--- config.mk ---
export PLATFORM = sky130hd
export DESIGN_NAME = irq_cpu_front
export DESIGN_NICKNAME = d
export VERILOG_FILES = /design/src/rtl/irqf_pkg.sv /design/src/rtl/irqf_pick.sv /design/src/rtl/irqf_stack.sv /design/src/rtl/irqf_regs.sv /design/src/rtl/irq_cpu_front.sv
export SDC_FILE = /design/constraint.sdc
export NUM_CORES = 1
export LEC_CHECK = 0
export BUFFER_PORTS_ARGS = -buffer_cell sky130_fd_sc_hd__buf_2
export CAP_MARGIN = 20
export CORE_AREA = 2 2 289 291
export CTS_CLUSTER_DIAMETER = 60
export DETAILED_ROUTE_END_ITERATION = 7
export DIE_AREA = 0 0 291 293
export GPL_ROUTABILITY_DRIVEN = 0
export MAX_ROUTING_LAYER = met4
export PLACE_DENSITY = 0.6
export SETUP_SLACK_MARGIN = 0.4
export SYNTH_ARGS = -nofsm -noshare
export SYNTH_HDL_FRONTEND = slang
export SYNTH_SLANG_ARGS = --single-unit
--- constraint.sdc ---
create_clock -name clk -period 116.2 [get_ports clk]
set_clock_uncertainty 0.05 [all_clocks]
set_input_delay 11.62 -clock clk [delete_from_list [all_inputs] [get_ports clk]]
set_output_delay 11.62 -clock clk [all_outputs]
set_load 0.02 [all_outputs]
--- src/rtl/irqf_pkg.sv ---
// Shared constants and types of the interrupt CPU front end.
// Assumes 8-bit priorities and 10-bit interrupt IDs throughout.
package irqf_pkg;
    localparam int PRIO_W = 8;
    localparam int ID_W   = 10;
    localparam logic [ID_W-1:0] SPURIOUS_ID = 10'd1023;

    localparam logic [7:0] OFS_CTRL  = 8'h00;
    localparam logic [7:0] OFS_MASK  = 8'h04;
    localparam logic [7:0] OFS_BPT   = 8'h08;
    localparam logic [7:0] OFS_ACK   = 8'h0C;
    localparam logic [7:0] OFS_EOI   = 8'h10;
    localparam logic [7:0] OFS_RUN   = 8'h14;
    localparam logic [7:0] OFS_HPEND = 8'h18;
    localparam logic [7:0] OFS_IDENT = 8'hFC;

    typedef struct packed {
        logic [ID_W-1:0]   id;
        logic [PRIO_W-1:0] prio;
    } act_entry_t;
endpackage

--- src/rtl/irqf_pick.sv ---
// Winner selection: qualifies each interrupt against pending, enable and
// the priority mask, then picks the lowest priority value, lowest ID on ties.
// Assumes NUM_IRQ <= 1023 so that no real ID collides with the spurious ID.
module irqf_pick
    import irqf_pkg::*;
#(
    parameter int NUM_IRQ   = 64,
    parameter int PRIO_BITS = 4
) (
    input  logic [NUM_IRQ-1:0]        pend_vec,
    input  logic [NUM_IRQ-1:0]        en_vec,
    input  logic [NUM_IRQ*PRIO_W-1:0] prio_vec,
    input  logic [PRIO_W-1:0]         mask,
    output logic                      win_valid,
    output logic [ID_W-1:0]           win_id,
    output logic [PRIO_W-1:0]         win_prio
);
    localparam logic [PRIO_W-1:0] IMPL =
        PRIO_W'(((1 << PRIO_BITS) - 1) << (PRIO_W - PRIO_BITS));

    logic [PRIO_W-1:0] prio_cut [NUM_IRQ];
    logic [NUM_IRQ-1:0] qual;

    // Per-line truncation and qualification against the mask.
    for (genvar g = 0; g < NUM_IRQ; g++) begin : g_line
        assign prio_cut[g] = prio_vec[g*PRIO_W +: PRIO_W] & IMPL;
        assign qual[g]     = pend_vec[g] & en_vec[g] & (prio_cut[g] < mask);
    end

    // Scan in ID order; strict compare keeps the lowest ID on equal levels.
    always_comb begin
        win_valid = 1'b0;
        win_id    = '0;
        win_prio  = '1;
        for (int i = 0; i < NUM_IRQ; i++) begin
            if (qual[i] && (!win_valid || prio_cut[i] < win_prio)) begin
                win_valid = 1'b1;
                win_id    = ID_W'(i);
                win_prio  = prio_cut[i];
            end
        end
    end
endmodule

--- src/rtl/irqf_stack.sv ---
// In-service stack: one entry per acknowledged interrupt still in service.
// Each push must carry a strictly lower priority value than the top, so at
// most 2**PRIO_BITS entries can ever be live; pushes beyond that are dropped.
module irqf_stack
    import irqf_pkg::*;
#(
    parameter int PRIO_BITS = 4,
    localparam int DEPTH = 1 << PRIO_BITS,
    localparam int PTR_W = $clog2(DEPTH + 1),
    localparam int IDX_W = $clog2(DEPTH)
) (
    input  logic              clk,
    input  logic              rst_n,
    input  logic              push,
    input  act_entry_t        push_entry,
    input  logic              pop,
    output logic              top_valid,
    output act_entry_t        top_entry,
    output logic [PTR_W-1:0]  depth
);
    act_entry_t         mem [DEPTH];
    logic [PTR_W-1:0]   depth_q;
    logic [IDX_W-1:0]   top_idx;

    assign top_idx   = IDX_W'(depth_q - PTR_W'(1));
    assign top_valid = (depth_q != '0);
    assign top_entry = mem[top_idx];
    assign depth     = depth_q;

    // Depth counter: push has precedence, pop only when not empty.
    always_ff @(posedge clk) begin
        if (!rst_n) begin
            depth_q <= '0;
        end else if (push && depth_q < PTR_W'(DEPTH)) begin
            depth_q <= depth_q + PTR_W'(1);
        end else if (pop && depth_q != '0) begin
            depth_q <= depth_q - PTR_W'(1);
        end
    end

    // Entry storage, written at the slot above the current top.
    always_ff @(posedge clk) begin
        if (!rst_n) begin
            for (int i = 0; i < DEPTH; i++) mem[i] <= '0;
        end else if (push && depth_q < PTR_W'(DEPTH)) begin
            mem[IDX_W'(depth_q)] <= push_entry;
        end
    end
endmodule

--- src/rtl/irqf_regs.sv ---
// Register window: decodes accesses, holds control, mask and binary point,
// produces the registered read data and the acknowledge/completion pulses.
// Assumes at most one access per cycle; read data is valid after the edge.
module irqf_regs
    import irqf_pkg::*;
#(
    parameter int          PRIO_BITS = 4,
    parameter logic [31:0] IDENT_VAL = 32'h0002_0A10
) (
    input  logic              clk,
    input  logic              rst_n,
    input  logic              bus_sel,
    input  logic              bus_wr,
    input  logic [7:0]        bus_addr,
    input  logic [31:0]       bus_wdata,
    output logic [31:0]       bus_rdata,
    input  logic              win_valid,
    input  logic [ID_W-1:0]   win_id,
    input  logic [PRIO_W-1:0] win_prio,
    input  logic [PRIO_W-1:0] run_prio,
    input  logic              top_valid,
    input  logic [ID_W-1:0]   top_id,
    output logic              ctrl_en,
    output logic [PRIO_W-1:0] mask,
    output logic              push,
    output logic              pop,
    output logic              ack_pulse,
    output logic [ID_W-1:0]   ack_id,
    output logic              eoi_pulse,
    output logic [ID_W-1:0]   eoi_id
);
    localparam logic [PRIO_W-1:0] IMPL =
        PRIO_W'(((1 << PRIO_BITS) - 1) << (PRIO_W - PRIO_BITS));

    logic        ctrl_q;
    logic [7:0]  mask_q;
    logic [2:0]  bpt_q;
    logic [31:0] rdata_q;
    logic [31:0] rd_mux;
    logic        rd_hit, wr_hit, ack_ok;
    logic        unused_wdata;

    assign unused_wdata = ^bus_wdata[31:10];

    assign rd_hit  = bus_sel && !bus_wr;
    assign wr_hit  = bus_sel && bus_wr;
    assign ack_ok  = win_valid && (win_prio < run_prio);
    assign push    = rd_hit && bus_addr == OFS_ACK && ack_ok;
    assign pop     = wr_hit && bus_addr == OFS_EOI && top_valid &&
                     bus_wdata[ID_W-1:0] == top_id;

    assign ctrl_en   = ctrl_q;
    assign mask      = mask_q;
    assign bus_rdata = rdata_q;

    // Read multiplexer over the register words.
    always_comb begin
        case (bus_addr)
            OFS_CTRL:  rd_mux = {31'b0, ctrl_q};
            OFS_MASK:  rd_mux = {24'b0, mask_q};
            OFS_BPT:   rd_mux = {29'b0, bpt_q};
            OFS_ACK:   rd_mux = {22'b0, ack_ok ? win_id : SPURIOUS_ID};
            OFS_RUN:   rd_mux = {24'b0, run_prio};
            OFS_HPEND: rd_mux = {22'b0, win_valid ? win_id : SPURIOUS_ID};
            OFS_IDENT: rd_mux = IDENT_VAL;
            default:   rd_mux = 32'b0;
        endcase
    end

    // Writable configuration words.
    always_ff @(posedge clk) begin
        if (!rst_n) begin
            ctrl_q <= 1'b0;
            mask_q <= '0;
            bpt_q  <= '0;
        end else if (wr_hit) begin
            if (bus_addr == OFS_CTRL) ctrl_q <= bus_wdata[0];
            if (bus_addr == OFS_MASK) mask_q <= bus_wdata[7:0] & IMPL;
            if (bus_addr == OFS_BPT)  bpt_q  <= bus_wdata[2:0];
        end
    end

    // Registered read data, updated on every read access.
    always_ff @(posedge clk) begin
        if (!rst_n)      rdata_q <= '0;
        else if (rd_hit) rdata_q <= rd_mux;
    end

    // One-cycle acknowledge and completion pulses with their IDs.
    always_ff @(posedge clk) begin
        if (!rst_n) begin
            ack_pulse <= 1'b0;
            ack_id    <= '0;
            eoi_pulse <= 1'b0;
            eoi_id    <= '0;
        end else begin
            ack_pulse <= push;
            eoi_pulse <= pop;
            if (push) ack_id <= win_id;
            if (pop)  eoi_id <= top_id;
        end
    end
endmodule

--- src/rtl/irq_cpu_front.sv ---
// Top of the interrupt CPU front end: winner selection, register window,
// in-service stack and the registered IRQ line.
// Assumes distributor vectors are synchronous to clk.
module irq_cpu_front
    import irqf_pkg::*;
#(
    parameter int          NUM_IRQ   = 64,
    parameter int          PRIO_BITS = 4,
    parameter logic [31:0] IDENT_VAL = 32'h0002_0A10
) (
    input  logic                   clk,
    input  logic                   rst_n,
    input  logic [NUM_IRQ-1:0]     pend_vec,
    input  logic [NUM_IRQ-1:0]     en_vec,
    input  logic [NUM_IRQ*8-1:0]   prio_vec,
    input  logic                   bus_sel,
    input  logic                   bus_wr,
    input  logic [7:0]             bus_addr,
    input  logic [31:0]            bus_wdata,
    output logic [31:0]            bus_rdata,
    output logic                   irq_out,
    output logic                   ack_pulse,
    output logic [9:0]             ack_id,
    output logic                   eoi_pulse,
    output logic [9:0]             eoi_id,
    output logic [7:0]             run_prio
);
    localparam int DEPTH = 1 << PRIO_BITS;
    localparam int PTR_W = $clog2(DEPTH + 1);

    logic              win_valid;
    logic [ID_W-1:0]   win_id;
    logic [PRIO_W-1:0] win_prio;
    logic [PRIO_W-1:0] mask;
    logic              ctrl_en, push, pop, top_valid;
    act_entry_t        top_entry;
    act_entry_t        push_entry;
    logic [PTR_W-1:0]  depth;
    logic              irq_q;

    irqf_pick #(.NUM_IRQ(NUM_IRQ), .PRIO_BITS(PRIO_BITS)) u_pick (
        .pend_vec (pend_vec),
        .en_vec   (en_vec),
        .prio_vec (prio_vec),
        .mask     (mask),
        .win_valid(win_valid),
        .win_id   (win_id),
        .win_prio (win_prio)
    );

    assign push_entry = '{id: win_id, prio: win_prio};

    irqf_stack #(.PRIO_BITS(PRIO_BITS)) u_stack (
        .clk       (clk),
        .rst_n     (rst_n),
        .push      (push),
        .push_entry(push_entry),
        .pop       (pop),
        .top_valid (top_valid),
        .top_entry (top_entry),
        .depth     (depth)
    );

    assign run_prio = top_valid ? top_entry.prio : 8'hFF;

    irqf_regs #(.PRIO_BITS(PRIO_BITS), .IDENT_VAL(IDENT_VAL)) u_regs (
        .clk      (clk),
        .rst_n    (rst_n),
        .bus_sel  (bus_sel),
        .bus_wr   (bus_wr),
        .bus_addr (bus_addr),
        .bus_wdata(bus_wdata),
        .bus_rdata(bus_rdata),
        .win_valid(win_valid),
        .win_id   (win_id),
        .win_prio (win_prio),
        .run_prio (run_prio),
        .top_valid(top_valid),
        .top_id   (top_entry.id),
        .ctrl_en  (ctrl_en),
        .mask     (mask),
        .push     (push),
        .pop      (pop),
        .ack_pulse(ack_pulse),
        .ack_id   (ack_id),
        .eoi_pulse(eoi_pulse),
        .eoi_id   (eoi_id)
    );

    // IRQ line: enabled, a winner exists and it beats the running level.
    always_ff @(posedge clk) begin
        if (!rst_n) irq_q <= 1'b0;
        else        irq_q <= ctrl_en && win_valid && (win_prio < run_prio);
    end

    assign irq_out = irq_q;
endmodule

### Word-level counts from Yosys, hierarchy flattened

Memories as Yosys holds them, arrays and structs flattened.
Index checks and enable logic that the tools add are counted.
W data, S select, Z words.

* $add $sub $neg: 2
* order comparisons: 129
* equality and inequality tests: 8
* mux-type cells: 204
* bitwise gates (word level): 128
* reduce and logical (&&, ||, !) cells: 209

Operators with widths (count)
* $lt A8 B8 Y1: 128
* $mux W10: 64
* $mux W8: 65
* $and A1 B1 Y1: 128
* $pmux W18 S7: 1
* $logic_and A1 B1 Y1: 75
* $mux W1: 70
* $logic_not A1 Y1: 64
* $logic_or A1 B1 Y1: 63
* $eq A8 B5 Y1 const B: 3
* $mux W18: 1
* $reduce_or A18 Y1: 1
* $eq A8 B4 Y1 const B: 2
* $eq A10 B10 Y1: 1
* $mux W5: 2
* $eq A8 B3 Y1 const B: 1
* $eq A8 B8 Y1 const B: 1
* $logic_not A8 Y1: 1
* $reduce_and A2 Y1: 3
* $add A5 B1 Y5 const B: 1
* $lt A5 B5 Y1 const B: 1
* $reduce_bool A5 Y1: 1
* $sub A5 B1 Y5 const B: 1
* $mux W4: 1
* $reduce_bool A2 Y1: 1

* register bits after elaboration: 68
* RAM bits: 288
* bits of input ports: 684
* output and inout port bits: 63
* word-level logic and storage cells: 691
* memories kept: 1

Memory list
* u_stack.mem: words 16, width 18, rd ports 1, clocked after Yosys merged registers in 0, write ports 16, line irqf_stack.sv:21 `act_entry_t mem [DEPTH];`

### Longest topological paths before layout

Gate-level depths: netlist (run 1).

* depth after elaboration: 264
* depth in mapped cells: 552
* gate-level depth less buffers: 531

### Modules after synthesis

From an unflattened synthesis (run 1), not the netlist that was laid out.

* cells, all modules: 3996
* area total of the unflattened synthesis: 35517.8 µm²

Modules (own cells, without submodules)
* irqf_pick: instances 1, cells an instance 2624, area each 19138.4 µm²
* irqf_stack: instances 1, cells an instance 1055, area each 13746.9 µm²
* irqf_regs: instances 1, cells an instance 284, area each 2373.5 µm²
* irq_cpu_front: instances 1, cells an instance 33, area each 259.0 µm²

### Worst setup path after synthesis (run 1)

OpenSTA, ideal clock, no wires.

* kind: input port to flip-flop
* start: input prio_vec[5]
* end: memory u_stack.mem[10][10] (netlist bit), enable pin
* library setup time: 345 ps
* arrival: 101457 ps
* path slack: 14348 ps
* stages on the path: 515
* buffers on the path: 22
* path through: ha_1 -> a211oi_1 -> o21ai_1 -> nor2_1 -> ha_1 -> a221o_1 -> a31oi_2 -> o21ai_1 -> a21oi_1 -> inv_1 -> ha_1 -> a21o_1 -> nor4bb_1 -> a21o_1 -> nor2_1 -> inv_1 -> nand2_1 -> o21ai_0 -> [... 479 more ...] -> buf_6 -> nor2b_1 -> buf_4 -> dlygate4sd3_1 -> nor2_1 -> ha_1 -> o21ai_0 -> nand2b_1 -> a21oi_1 -> nor2b_1 -> nor3_1 -> and3_1 -> clkbuf_1 -> nand2_1 -> nor3_1 -> nand2_1 -> buf_4 -> nand2_1

RTL lines
* start: declaration: line irq_cpu_front.sv:15 `input logic [NUM_IRQ*8-1:0] prio_vec,`
* end: declaration: line irqf_stack.sv:21

==> results of run 1 <==
## cell families (layout without fill, tap and decap cells)
logic type	after synthesis	in the layout	share of synthesized area
flops	215	215	0.214
other cells	1	125	0.000132
simple gates	1199	1199	0.217
fa+ha+maj	334	334	0.147
mux	148	148	0.0792
buf+inv	312	791	0.0559
xor+xnor	11	11	0.00340
compound gates	1099	1099	0.284
## power by group through the flow
stage / Clock, mW / Combinational [mW] / Sequential (mW)
3_3_place_gp: 0 / 0.919 / 0.0878
4_1_cts: 0.0797 / 0.934 / 0.0863
6_report: 0.0791 / 0.976 / 0.0863
5_1_grt: 0.0825 / 1.07 / 0.0864
3_5_place_dp: 0 / 0.926 / 0.0879
2_1_floorplan: 0 / 0.690 / 0.0877
## how the worst max path moves through the flow
| stage | from | to | slack [ns] | cells after the start |
|---|---|---|---|---|
| final | prio_vec[5] | u_stack.mem[4][5] | 7.38 | 504 |
| after global routing | prio_vec[5] | u_stack.mem[4][8] | 0.04 | 501 |
| after CTS | prio_vec[5] | u_stack.mem[4][8] | 0.80 | 492 |
| after detailed placement | prio_vec[5] | u_stack.mem[4][8] | 0.69 | 493 |
| after global placement | prio_vec[5] | u_stack.mem[8][12] | 1.10 | 494 |
| after floorplan | prio_vec[5] | u_stack.mem[10][10] | 14.35 | 515 |
## worst max-delay path: cells and delay by family
kind	cells	cell delay [ns]
compound gates	238	47.06
fa+ha+maj	68	16.76
buf+inv	34	3.27
mux	26	6.27
simple gates	138	23.79
## cells in the mapped netlist (all sizes together), types with 19 or more instances
cell / n / area, um2
nand3: 47 / 240
a21boi: 49 / 368
a21o: 94 / 711
nand4b: 40 / 350
o21ai: 238 / 1220
inv: 189 / 709
or2: 50 / 315
nand2: 280 / 1050
mux2i: 58 / 597
a211oi: 54 / 478
mux2: 35 / 409
o31ai: 31 / 267
ha: 329 / 4120
a31oi: 39 / 275
a211o: 19 / 175
or3: 27 / 169
buf: 85 / 703
a21oi: 197 / 1020
mux4: 55 / 1240
and4b: 23 / 231
dfxtp: 39 / 781
nor2b: 44 / 275
clkbuf: 32 / 121
o21a: 64 / 495
nand2b: 88 / 551
nor2: 358 / 1390
and3: 24 / 165
nor3: 90 / 455
edfxtp: 176 / 5290
and2: 39 / 249
o211ai: 61 / 493
## routing by layer
layer | global-route usage | vias to the layer above | wire length, um
li1 | - | 13800 | -
met1 | 0.315 | 13400 | 46200
met2 | 0.391 | 1082 | 48300
met3 | 0.0569 | 178 | 9720
met4 | 0.0748 | 0 | 3570
met5 | - | - | 0
## area by class of cell
type                            instances  area, um2  area share
Antenna cell                           81        203     0.00605
Clock buffer                           30        658      0.0197
Clock inverter                         14        164     0.00489
Inverter                              190        717      0.0214
Multi-Input combinational cell       2835      21200       0.634
Sequential cell                       215       6070       0.181
Tap cell                             1070       1340      0.0400
Timing Repair Buffer                  557       3100      0.0925
## flip-flops by register name, summed over array words and instances (netlist names)
register          count
u_regs.eoi_pulse      1
u_stack.mem         176
u_regs.ack_id         6
u_regs.bpt_q          3
u_regs.ctrl_en        1
u_regs.ack_pulse      1
irq_out               1
u_stack.depth         5
u_regs.mask           4
u_regs.bus_rdata     11
u_regs.eoi_id         6
## through the flow
stage / setup WS, ns / hold WS [ns]
3_3_place_gp: 1.10 / 0.394
3_5_place_dp: 0.686 / 0.399
2_1_floorplan: 14.35 / 0.410
5_1_grt: 0.0372 / 0.451
4_1_cts: 0.804 / 0.413
6_report: 7.38 / 0.414
## what timing repair did
action	4_1_cts	5_1_grt
resized for setup	0	93
buffers inserted	0	33
endpoints found under the setup margin	0	359
==> impl_metrics.py, run 1 <==
metrics = {
    "power_and_ir_drop": {
        "power.density_nw_per_um2": 34.1,
        "total_power_mw": 1.14,
        "combPwrFrac": 0.855,
        "ir_drop_mv": 0.0393,
        "switchingPower_mw": 0.655,
        "clockPowerShare": 0.069,
        "seq_power_share": 0.076,
        "p_int_mw": 0.486,
        "switching_share": 0.574,
        "leakage_nw": 14.2,
    },
    "synth": {
        "synth-seq-cells": 215,
        "avgSynthCellArea_um2": 8.54,
        "syn_area_um2": 28300,
        "yosys_warnings": 0,
        "synth_edf_count": 176,
        "postSynth.asyncResetShare": 0,
        "netlist_instances": 3319,
        "yosys.cell_types.count": 153,
        "synth.yosys.seq_area_share": 0.214,
        "ys.flop_type": "edfxtp_1",
    },
    "clocking": {
        "htreeDepth": 1,
        "cts_tree": "built",
        "cts-root-buf": "clkbuf_16",
        "hold_buffers": 0,
        "clockBufferDepth": 3,
        "clkLatencyLatePin_ns": 0.53,
        "clock_sink_count": 215,
        "cts_made_buffers": 24,
        "clk_pin_slew_ns": 0.06,
    },
    "routing": {
        "drc": 0,
        "postRouteAntennaNets": 0,
        "num_vias": 28400,
        "via_per_inst": 5.70,
        "wl_per_cell_um": 21.6,
        "wl_mm": 108,
        "drtIter0Drc": 2250,
        "dr.pass1.iters": 7,
    },
    "hold_path": {
        "min_from": "u_regs.bus_rdata[6]",
        "whs_path_depth": 2,
        "hp-class": "register to register",
        "min_to": "u_regs.bus_rdata[6]",
    },
    "finish": {
        "area_delta_synth_final_pct": 18.1,
        "fin_cells": 4992,
        "drive_gt1_frac": 0.238,
        "fin_area_um2": 33500,
        "final_cell_mix": "440 x buf_2, 344 x nor2_1, 329 x ha_1",
        "nets": 4836,
        "final_common_cell": "buf_2",
        "fin_util": 0.409,
        "fillers": 8331,
    },
    "critical_path": {
        "reg2reg_depth": 505,
        "critPathKind": "input pin to register",
        "worst_r2r_endpoint": "u_stack.mem[4][5]",
        "r2r_start": "u_regs.mask[6]",
        "path_common_cell": "ha_1",
        "critical_path_arrival_ns": 109.01,
        "reg2reg_setup_slack_ns": 17.70,
        "end_kind": "register",
        "crit_fanout": 17,
        "crit_required_ns": 116.39,
        "cp-start-kind": "input pin",
        "max_stage_delay_ns": 0.65,
        "worst_path_max_delay_cell": "or4b_2",
    },
    "timing": {
        "fin_crit_sh": 0.936,
        "maxSlewViolCount": 0,
        "slew_headroom": 0.270,
        "fin_setup_tns_ns": 0,
        "period_minus_slack_ns": 108.82,
        "tightest_slew_ns": 1.09,
        "max_freq_ghz": 0.00919,
        "hold_violations": 0,
        "rsz0062_at_grt": "no",
        "setup-violations-final": 0,
    },
    "floorplan": {
        "die_w_um": 291,
        "core_area_um2": 81800,
        "dieArea_um2": 85300,
        "start_util": 0.346,
        "rows": 105,
        "dieHeight_um": 293,
        "io_pins": 747,
    },
    "global_route": {
        "grt_pass1_wl_mm": 159,
        "grt_usage": 0.248,
        "grt_pass1_vias": 26400,
        "grt_max_degree": 43,
        "overflow": 0,
        "antenna_found_initial": 93,
    },
    "place": {
        "dp.cells": 4834,
        "place.detailed.hpwl_mm": 88.0,
        "port_buffers": 440,
        "post_dp_cell_area_um2": 31800,
    },
    "outcome": {
        "status": "completed",
    },
    "run": {
        "cap_violations": 0,
    },
}
Note: power is estimated with default switching activity, not from simulation.
==> run 2, diff against run 1 <==
Settings changed: CORE_AREA 2 2 289 291 to 2 2 288 290, DIE_AREA 0 0 291 293 to 0 0 290 292, PLACE_DENSITY 0.6 to 0.61.
==> run 2 against run 1 <==
Effect of this change: sequential cell count unchanged; utilization about the same; sequential power about the same; count of clock-buffer cells in the layout increased by 7; non-clock buffer count shrank 1; power down 1.6%; combinational power fell by 1%; sequential share of layout area up 0.058 points; maximum frequency decreased by 0.48%; critical path depth is 2 lower; register-to-register slack got worse by 0.64 ns; largest cell class unchanged; highest routed layer unchanged.
==> impl_metrics.py, run 2 (synthesized netlist as in run 1, its figures left out) <==
metrics = {
    "global_route": {
        "grt_max_degree": 40,
        "grt_usage": 0.251,
        "antenna_found_initial": 94,
        "grt_pass1_wl_mm": 161,
        "overflow": 0,
        "grt_pass1_vias": 26700,
    },
    "place": {
        "port_buffers": 440,
        "post_dp_cell_area_um2": 31800,
        "place.detailed.hpwl_mm": 88.1,
    },
    "timing": {
        "rsz0062_at_grt": "no",
        "max_freq_ghz": 0.00915,
        "setup-violations-final": 0,
        "maxSlewViolCount": 0,
        "holdWs_ns": 0.415,
        "fin_crit_sh": 0.941,
        "slew_headroom": 0.216,
        "tightest_slew_ns": 1.18,
        "fin_setup_tns_ns": 0,
        "hold_violations": 0,
        "period_minus_slack_ns": 109.34,
    },
    "floorplan": {
        "dieArea_um2": 84700,
        "io_pins": 747,
        "core_area_um2": 81600,
        "dieHeight_um": 292,
        "die_w_um": 290,
        "start_util": 0.347,
        "rows": 105,
    },
    "critical_path": {
        "max_stage_delay_ns": 0.65,
        "r2r_start": "u_regs.mask[5]",
        "worst_path_max_delay_cell": "or4b_2",
        "cp.depth": 502,
        "path_common_cell": "ha_1",
        "cp-start-kind": "input pin",
        "critPathKind": "input pin to register",
        "crit_family": "compound AO/OA/AOI/OAI gates",
        "worst_r2r_endpoint": "u_stack.mem[15][2]",
        "crit_fanout": 15,
        "end_kind": "register",
        "crit_buf_inv": 35,
        "critical_path_arrival_ns": 109.53,
        "crit_required_ns": 116.38,
        "reg2reg_setup_slack_ns": 17.06,
        "reg2reg_depth": 503,
    },
    "routing": {
        "via_per_inst": 5.72,
        "postRouteAntennaNets": 0,
        "drtIter0Drc": 2303,
        "wl_mm": 108,
        "wl_per_cell_um": 21.7,
        "drc": 0,
        "dr.pass1.iters": 5,
        "num_vias": 28600,
    },
    "clocking": {
        "clock_sink_count": 215,
        "cts_tree": "built",
        "clockBufferDepth": 3,
        "cts-root-buf": "clkbuf_16",
        "clk_pin_slew_ns": 0.05,
        "clkLatencyLatePin_ns": 0.54,
        "htreeDepth": 1,
        "cts_made_buffers": 24,
        "hold_buffers": 0,
    },
    "finish": {
        "area_delta_synth_final_pct": 17.8,
        "fin_area_um2": 33400,
        "nets": 4835,
        "final_cell_mix": "440 x buf_2, 344 x nor2_1, 329 x ha_1",
        "final_common_cell": "buf_2",
        "largest_reg_flops": 176,
        "drive_gt1_frac": 0.234,
        "regMostFlops": "u_stack.mem",
        "fillers": 8237,
        "fin_util": 0.409,
    },
    "hold_path": {
        "hp-class": "register to register",
        "min_to": "u_regs.bus_rdata[8]",
        "min_from": "u_regs.bus_rdata[8]",
        "whs_path_depth": 2,
    },
    "power_and_ir_drop": {
        "leakage_nw": 14.2,
        "total_power_mw": 1.12,
        "power.density_nw_per_um2": 33.6,
        "ir_drop_mv": 0.0341,
    },
    "run": {
        "cap_violations": 0,
    },
    "outcome": {
        "status": "completed",
    },
}
## run 2: cell count changes in the layout (fill, tap and decap cells not counted), sizes merged
cell    change
bufinv      -3
inv         -1
buf         -1
diode       +2
clkinv      -3
clkbuf      +7
## run 2: how the worst max path moves through the flow
stage	start	endpoint
floorplan	prio_vec[5]	u_stack.mem[10][10]
global placement	prio_vec[5]	u_stack.mem[15][7]
detailed placement	prio_vec[6]	u_stack.mem[15][6]
CTS	prio_vec[6]	u_stack.mem[15][6]
finish	prio_vec[6]	u_stack.mem[15][2]
global route	prio_vec[6]	u_stack.mem[15][2]
## run 2: per-stage QoR
step / std cells / worst slack [ns]
6_report: 4993 / 6.86
5_1_grt: 4977 / 0.0212
4_1_cts: 4870 / 0.543
3_5_place_dp: 4826 / 0.381
3_3_place_gp: 4826 / 0.993
2_1_floorplan: 3362 / 14.35
## run 2: repair_timing
action,CTS,global route
gates resized for setup,0,88
setup endpoints to repair,0,359
hold endpoints to repair,0,0
setup buffers,0,39
## run 2: area by class of cell
class	instances	area, um2	share of cell area
diodes	83	208	0.00622
well taps	1070	1340	0.0401
clock buffers	37	669	0.0201
inverters	190	717	0.0215
multi-input cells	2835	21200	0.636
clock inverters	7	61.3	0.00184
repair buffers	556	3100	0.0928
flip-flops and latches	215	6070	0.182
## run 2: worst reg2reg max path: cells and delay by family, from the launching register on
family	cells	cell delay, ns
AO/OA/AOI/OAI	234	47.15
adder cells (fa/ha/maj)	68	16.96
buffers and inverters	36	3.73
flip-flops	1	0.34
multiplexers	26	6.70
AND/OR/NAND/NOR	139	23.98
## run 2: layer usage
metal / share of wire / vias to the layer above / track usage
met1: 0.43 / 13500 / 0.321
met2: 0.44 / 1094 / 0.386
met3: 0.095 / 174 / 0.0546
li1: - / 13800 / -
met5: 0 / - / -
met4: 0.038 / 0 / 0.0946
## run 2: power by group
| group | switching [mW] | internal [mW] |
|---|---|---|
| combinational | 0.614 | 0.352 |
| clock | 0.0312 | 0.0399 |
| sequential | 0.000720 | 0.0856 |
